**src/rtl/pdg_pkg.sv**
```systemverilog
package pdg_pkg;
  typedef enum logic [1:0] {
    PD_OFF = 2'b00,
    PD_RET = 2'b01,
    PD_ACT = 2'b10
  } pd_state_e;

  typedef enum logic [2:0] {
    M_RUN,
    M_IDLE,
    M_STBY,
    M_BKUP,
    M_OFF
  } mode_e;

  localparam logic [3:0] CODE_IDLE = 4'h2;
  localparam logic [3:0] CODE_STBY = 4'h4;
  localparam logic [3:0] CODE_BKUP = 4'h5;
  localparam logic [3:0] CODE_OFF  = 4'h6;
endpackage

```
**src/rtl/pdg_mode_fsm.sv**
```systemverilog
module pdg_mode_fsm
  import pdg_pkg::*;
(
  input  logic       clk,
  input  logic       rst_n,
  input  logic       wfi_strobe,
  input  logic [3:0] sleep_code,
  input  logic       wake_irq,
  output mode_e      mode_q,
  output logic       cpu_wake
);
  mode_e mode_d;
  logic  wake_d;

  always_comb begin
    mode_d = mode_q;
    wake_d = 1'b0;
    unique case (mode_q)
      M_RUN: begin
        if (wfi_strobe) begin
          case (sleep_code)
            CODE_IDLE: mode_d = M_IDLE;
            CODE_STBY: mode_d = M_STBY;
            CODE_BKUP: mode_d = M_BKUP;
            CODE_OFF:  mode_d = M_OFF;
            default:   mode_d = M_RUN;
          endcase
        end
      end
      M_IDLE, M_STBY, M_BKUP: begin
        if (wake_irq) begin
          mode_d = M_RUN;
          wake_d = 1'b1;
        end
      end
      default: mode_d = M_OFF;
    endcase
  end

  always_ff @(posedge clk or negedge rst_n) begin
    if (!rst_n) begin
      mode_q   <= M_RUN;
      cpu_wake <= 1'b0;
    end else begin
      mode_q   <= mode_d;
      cpu_wake <= wake_d;
    end
  end

  a_r9_off_sticky: assert property (@(posedge clk) disable iff (!rst_n)
    (mode_q == M_OFF) |=> (mode_q == M_OFF));
  a_r11_wake_single: assert property (@(posedge clk) disable iff (!rst_n)
    cpu_wake |=> !cpu_wake);
  a_r2_mode_hold: assert property (@(posedge clk) disable iff (!rst_n)
    (!wfi_strobe && !wake_irq) |=> $stable(mode_q));
endmodule

```
**src/rtl/pdg_demand.sv**
```systemverilog
module pdg_demand
  import pdg_pkg::*;
#(
  parameter int NUM_GATED = 3,
  parameter int NUM_DYN   = 2
) (
  input  mode_e                      mode_q,
  input  logic [NUM_GATED-1:0]       act_req,
  input  logic [NUM_DYN-1:0]         dyn_gate_en,
  input  logic [NUM_GATED-1:0]       force_active,
  input  logic [1:0]                 link_sel,
  output logic [NUM_GATED-1:0][1:0]  target
);
  logic [NUM_GATED-1:0] en_full;
  logic [NUM_GATED-1:0] base;
  logic [NUM_GATED-1:0] linked;
  logic [NUM_GATED-1:0] want;

  for (genvar g = 0; g < NUM_GATED; g++) begin : g_en
    if (g < NUM_DYN) begin : g_dyn
      assign en_full[g] = dyn_gate_en[g];
    end else begin : g_always
      assign en_full[g] = 1'b1;
    end
  end

  always_comb begin
    base   = force_active | (act_req & en_full);
    linked = base;
    case (link_sel)
      2'd1: linked[1] = base[1] | base[0];
      2'd2: linked[2] = base[2] | base[1];
      2'd3: begin
        linked[1] = base[1] | base[0];
        linked[2] = base[2] | base[0];
      end
      default: linked = base;
    endcase
    want = linked;
    for (int i = NUM_GATED - 2; i >= 0; i--) begin
      want[i] = linked[i] | want[i+1];
    end
  end

  always_comb begin
    for (int i = 0; i < NUM_GATED; i++) begin
      unique case (mode_q)
        M_RUN, M_IDLE: target[i] = PD_ACT;
        M_STBY:        target[i] = want[i] ? PD_ACT : PD_RET;
        default:       target[i] = PD_OFF;
      endcase
    end
  end
endmodule

```
**src/rtl/pdg_domain.sv**
```systemverilog
module pdg_domain
  import pdg_pkg::*;
#(
  parameter int PWRUP_CYC = 4
) (
  input  logic       clk,
  input  logic       rst_n,
  input  logic [1:0] target,
  input  logic       req,
  output logic [1:0] state,
  output logic       ready,
  output logic       grant
);
  localparam int CW = $clog2(PWRUP_CYC + 1);
  logic [CW-1:0] cnt;

  always_ff @(posedge clk or negedge rst_n) begin
    if (!rst_n) begin
      state <= PD_ACT;
      cnt   <= '0;
    end else begin
      state <= target;
      if (target != PD_ACT) begin
        cnt <= '0;
      end else if (state != PD_ACT) begin
        cnt <= CW'(PWRUP_CYC);
      end else if (cnt != '0) begin
        cnt <= cnt - 1'b1;
      end
    end
  end

  assign ready = (state == PD_ACT) && (cnt == '0);
  assign grant = req & ready;

  a_r10_ready_after_active: assert property (@(posedge clk) disable iff (!rst_n)
    $rose(ready) |-> ($past(state) == PD_ACT));
  a_r10_not_ready_on_entry: assert property (@(posedge clk) disable iff (!rst_n)
    ((state == PD_ACT) && ($past(state) != PD_ACT)) |-> !ready);
endmodule

```
**src/rtl/pdg_ctrl.sv**
```systemverilog
module pdg_ctrl
  import pdg_pkg::*;
#(
  parameter int NUM_GATED = 3,
  parameter int NUM_DYN   = 2,
  parameter int PWRUP_CYC = 4
) (
  input  logic                   clk,
  input  logic                   rst_n,
  input  logic                   wfi_strobe,
  input  logic [3:0]             sleep_code,
  input  logic                   wake_irq,
  input  logic [NUM_GATED-1:0]   act_req,
  input  logic [NUM_DYN-1:0]     dyn_gate_en,
  input  logic [NUM_GATED-1:0]   force_active,
  input  logic [1:0]             link_sel,
  output logic [2*NUM_GATED-1:0] pd_state,
  output logic [NUM_GATED-1:0]   pd_ready,
  output logic [NUM_GATED-1:0]   act_grant,
  output logic                   top_on,
  output logic                   bkp_on,
  output logic                   cpu_wake
);
  mode_e mode_q;
  logic [NUM_GATED-1:0][1:0] target;

  pdg_mode_fsm u_mode (
    .clk        (clk),
    .rst_n      (rst_n),
    .wfi_strobe (wfi_strobe),
    .sleep_code (sleep_code),
    .wake_irq   (wake_irq),
    .mode_q     (mode_q),
    .cpu_wake   (cpu_wake)
  );

  pdg_demand #(.NUM_GATED(NUM_GATED), .NUM_DYN(NUM_DYN)) u_demand (
    .mode_q       (mode_q),
    .act_req      (act_req),
    .dyn_gate_en  (dyn_gate_en),
    .force_active (force_active),
    .link_sel     (link_sel),
    .target       (target)
  );

  for (genvar g = 0; g < NUM_GATED; g++) begin : g_dom
    logic [1:0] st;
    pdg_domain #(.PWRUP_CYC(PWRUP_CYC)) u_dom (
      .clk    (clk),
      .rst_n  (rst_n),
      .target (target[g]),
      .req    (act_req[g]),
      .state  (st),
      .ready  (pd_ready[g]),
      .grant  (act_grant[g])
    );
    assign pd_state[2*g +: 2] = st;
  end

  assign top_on = (mode_q != M_BKUP) && (mode_q != M_OFF);
  assign bkp_on = (mode_q != M_OFF);

  for (genvar h = 1; h < NUM_GATED; h++) begin : g_chk
    a_r6_lower_active: assert property (@(posedge clk) disable iff (!rst_n)
      (pd_state[2*h +: 2] == PD_ACT) |-> (pd_state[2*(h-1) +: 2] == PD_ACT));
  end

  a_r9_backup_gated_off: assert property (@(posedge clk) disable iff (!rst_n)
    ((mode_q == M_BKUP) && ($past(mode_q) == M_BKUP)) |-> (pd_state == '0));
endmodule

```
**config.mk**
```make
export PLATFORM = sky130hd
export DESIGN_NAME = pdg_ctrl
export DESIGN_NICKNAME = d
export VERILOG_FILES = /design/src/rtl/pdg_pkg.sv /design/src/rtl/pdg_mode_fsm.sv /design/src/rtl/pdg_demand.sv /design/src/rtl/pdg_domain.sv /design/src/rtl/pdg_ctrl.sv
export SDC_FILE = /design/constraint.sdc
export NUM_CORES = 1
export LEC_CHECK = 0
export ABC_CLOCK_PERIOD_IN_PS = 1900
export BUFFER_PORTS_ARGS = -buffer_cell sky130_fd_sc_hd__buf_2
export CAP_MARGIN = 20
export CORE_ASPECT_RATIO = 0.9
export CORE_UTILIZATION = 50
export CTS_CLUSTER_DIAMETER = 80
export DETAILED_ROUTE_END_ITERATION = 10
export PLACE_DENSITY = 0.77
export SLEW_MARGIN = 25
export SYNTH_ARGS = -nofsm -noshare
export SYNTH_HDL_FRONTEND = slang
export SYNTH_SLANG_ARGS = --single-unit
```
**constraint.sdc**
```tcl
create_clock -name clk -period 1.9 [get_ports clk]
set_input_delay 0.38 -clock clk [delete_from_list [all_inputs] [get_ports clk]]
set_output_delay 0.38 -clock clk [all_outputs]
set_load 0.02 [all_outputs]
```
==> results.toml <==
[timing]
finClkSkew_ns = 0.00393
maxSlewHeadroom_pct = 69.3
timing.final.hold_violations = 8
timing_max_transition_violations_final = 0
period_share_pct = 96.3
setup_violations = 0
tightest_slew_ns = 0.455
setup_slack_ns = 0.0697
period_minus_slack_ns = 1.83
fmaxAchievable_mhz = 546
setup_tns_ns = 0
rsz0062_at_grt = "no"
whs_ns = -0.00235

[route]
dr_total_vias = 1016
firstDrtPassIters = 4
routed_wl_mm = 2.52
via_per_inst = 5.46
drc = 0
drt_iter0_drc = 22
avgRoutedWirePerCell_um = 13.6
ant_nets = 0

[final_layout]
final_nets = 184
n_antenna_cell = 0
fin_area_um2 = 1450
mostFrequentLayoutCells = "29 x buf_2, 16 x dfrtp_1, 12 x nor2_1, 11 x a21oi_1, 9 x buf_4"
synthToLayoutAreaGrowth_pct = 22.2
final_common_cell = "buf_2"
drive_gt1_share_pct = 40.3
n_fill_cell = 200

[clock_network]
cts_buffers = 3
clock_tree.root_cell = "clkbuf_4"
cts.clk_slew.worst_paths_ns = 0.10
cts_sinks = 19
cts_hold_buffers = 0
cts_max_path_buffers = 2
htreeDepth = 1
worstSkewPairLatency_ns = 0.30
cts_tree = "done"

[power_and_ir_drop]
p_int_uw = 813
leakagePower_nw = 0.747
p_switching_uw = 487
sw_frac_of_total_pct = 37.5
power_density_nw_per_um2 = 899
power_frac_comb_pct = 44.7
p_seq_share_pct = 39.1
clockPowerShare_pct = 16.2
ir_worst_vdd_mv = 0.503

[placement]
dp_hpwl_mm = 1.90
io_buffers = 32
place_ws_ns = 0.161
place.gp.congestion = 0.762
place_area_um2 = 1340

[grt]
grt-busiest-layer = "met2"
use_met1_pct = 24.4
use_met2_pct = 38.0
overflow = 0
antenna_found_initial = 0
gr-usage-all-layers_pct = 21.1
grt_pass1_wl_mm = 3.73
use_met3_pct = 3.43
grt_start_max_net_pins = 20
grt_pass1_vias = 923

[synth]
synthesis.nets = 148
syn_inst = 124
yosys.area_share.simple_pct = 24.1
synth_area_per_cell_um2 = 9.54
async_flop_share_pct = 100
ys_types = 36
synth_seq_area_share_pct = 40.5
synth_xor_area_share_pct = 2.22
synth_edf_count = 0
synth-seq-cells = 19
synth_area_um2 = 1180
synth_compound_area_share_pct = 14.2
synth_fa_ha_area_share_pct = 6.35
synth_warnings = 0
synth_ff_type = "dfrtp_1"
muxShareOfSynthArea_pct = 5.29
synth_top_family_by_area = "simple AND/OR/NAND/NOR gates"

[floorplanning]
rows = 16
core_area_um2 = 2200
die_y_um = 48.1
start_util_pct = 53.7
die-width_um = 53.3
io_pins = 33
die_area_um2 = 2560

[job]
drv_cap = 0

[outcome]
outcome = "finished with violations"
violations = "negative hold slack"

[critical_path]
path_max_fanout = 3
cp-start-kind = "flop"
critPathRequiredTime_ns = 1.52
end_kind = "primary output"
cp.arrival_ns = 1.45
worst-setup-path-type = "reg -> out"

[hold_path]
hold_path_class = "in -> async"
==> timing repair <==
item / 4_1_cts / 5_1_grt
resized for setup: 7 / 10
setup buffers: 2 / 2
setup endpoints to repair: 5 / 5
pin swaps: 2 / 1
==> worst max-delay path, cell delays in order, from the launching register on <==
cell,delay (ns)
dfrtp_1,0.41
inv_2,0.09
ha_4,0.13
and4bb_2,0.26
and2_4,0.15
buf_6,0.11
==> cell type report <==
type                    instances  area, µm²  area share, %
inverters                       8       30.0           2.08
clock buffers                   4       26.3           1.82
multi-input cells              89        652           45.1
repair buffers                 39        224           15.5
well taps                      27       33.8           2.34
flip-flops and latches         19        479           33.2
==> synth_stat cells, types with 3 or more instances <==
cell	instances	area share, %
dfrtp_1	16	34
nand2_1	6	1.9
nor2_1	12	3.8
dfstp_2	3	6.7
a21oi_1	11	4.7
xnor2_1	3	2.2
mux2i_1	4	3.4
and2_1	4	2.1
inv_1	8	2.5
nor2b_1	8	4.2
buf_4	7	4.4
nor3_1	6	2.5
ha_1	6	6.3
and3_1	4	2.1
==> sequential cells by signal, indices dropped and copies added (netlist names) <==
register,count
g_dom.u_dom.cnt,9
u_mode.cpu_wake,1
u_mode.mode_q,3
g_dom.u_dom.state,6
==> metal layers <==
layer / share of wire (%) / vias to the layer above / wire (µm)
met5: 0 / - / 0
met4: 1.5 / 0 / 39
met3: 5.7 / 4 / 144
met2: 50 / 34 / 1260
met1: 43 / 479 / 1080
li1: - / 499 / -
==> metrics by stage <==
stage          cells  hold WS (ns)  util, %  power [mW]
2_1_floorplan    124        0.0844        -       0.900
3_3_place_gp     178         0.336     61.0       0.996
3_5_place_dp     178         0.340     61.0        1.02
4_1_cts          184       0.00110     63.5        1.26
5_1_grt          186        0.0219     65.6        1.38
6_report         186      -0.00235     65.6        1.30
==> kinds of logic (layout without fill, tap and decap cells) <==
family / after synthesis / after routing
DFF: 19 / 19
xor gates and xnor gates: 3 / 3
AOI/OAI and AO/OA: 25 / 25
muxes: 6 / 6
and+or+nand+nor: 49 / 49
adders and majority gates: 6 / 6
buffers and inverters: 16 / 51
==> path summary, 6_finish.rpt <==
check | start | end | slack (ns) | cells past startpoint
min reg2reg | g_dom[2].u_dom.state[1] | g_dom[2].u_dom.cnt[0] | 0.54 | 2
min | rst_n | u_mode.mode_q[0] | -0.002 | 1
min in group clk | link_sel[1] | g_dom[2].u_dom.state[0] | 0.26 | 2
max | g_dom[0].u_dom.cnt[0] | act_grant[0] | 0.07 | 5
max in group asynchronous | rst_n | g_dom[1].u_dom.state[1] | 1.57 | 1
max reg2reg | u_mode.mode_q[0] | g_dom[0].u_dom.cnt[1] | 0.25 | 4
==> power by group through the flow <==
stage	Sequential [mW]	Combinational, mW	Clock, mW
after floorplan	0.526	0.374	0
after global placement	0.505	0.491	0
after detailed placement	0.509	0.506	0
after CTS	0.506	0.537	0.215
after global routing	0.518	0.638	0.225
final	0.508	0.581	0.210
(Power assumes the default switching activity.)
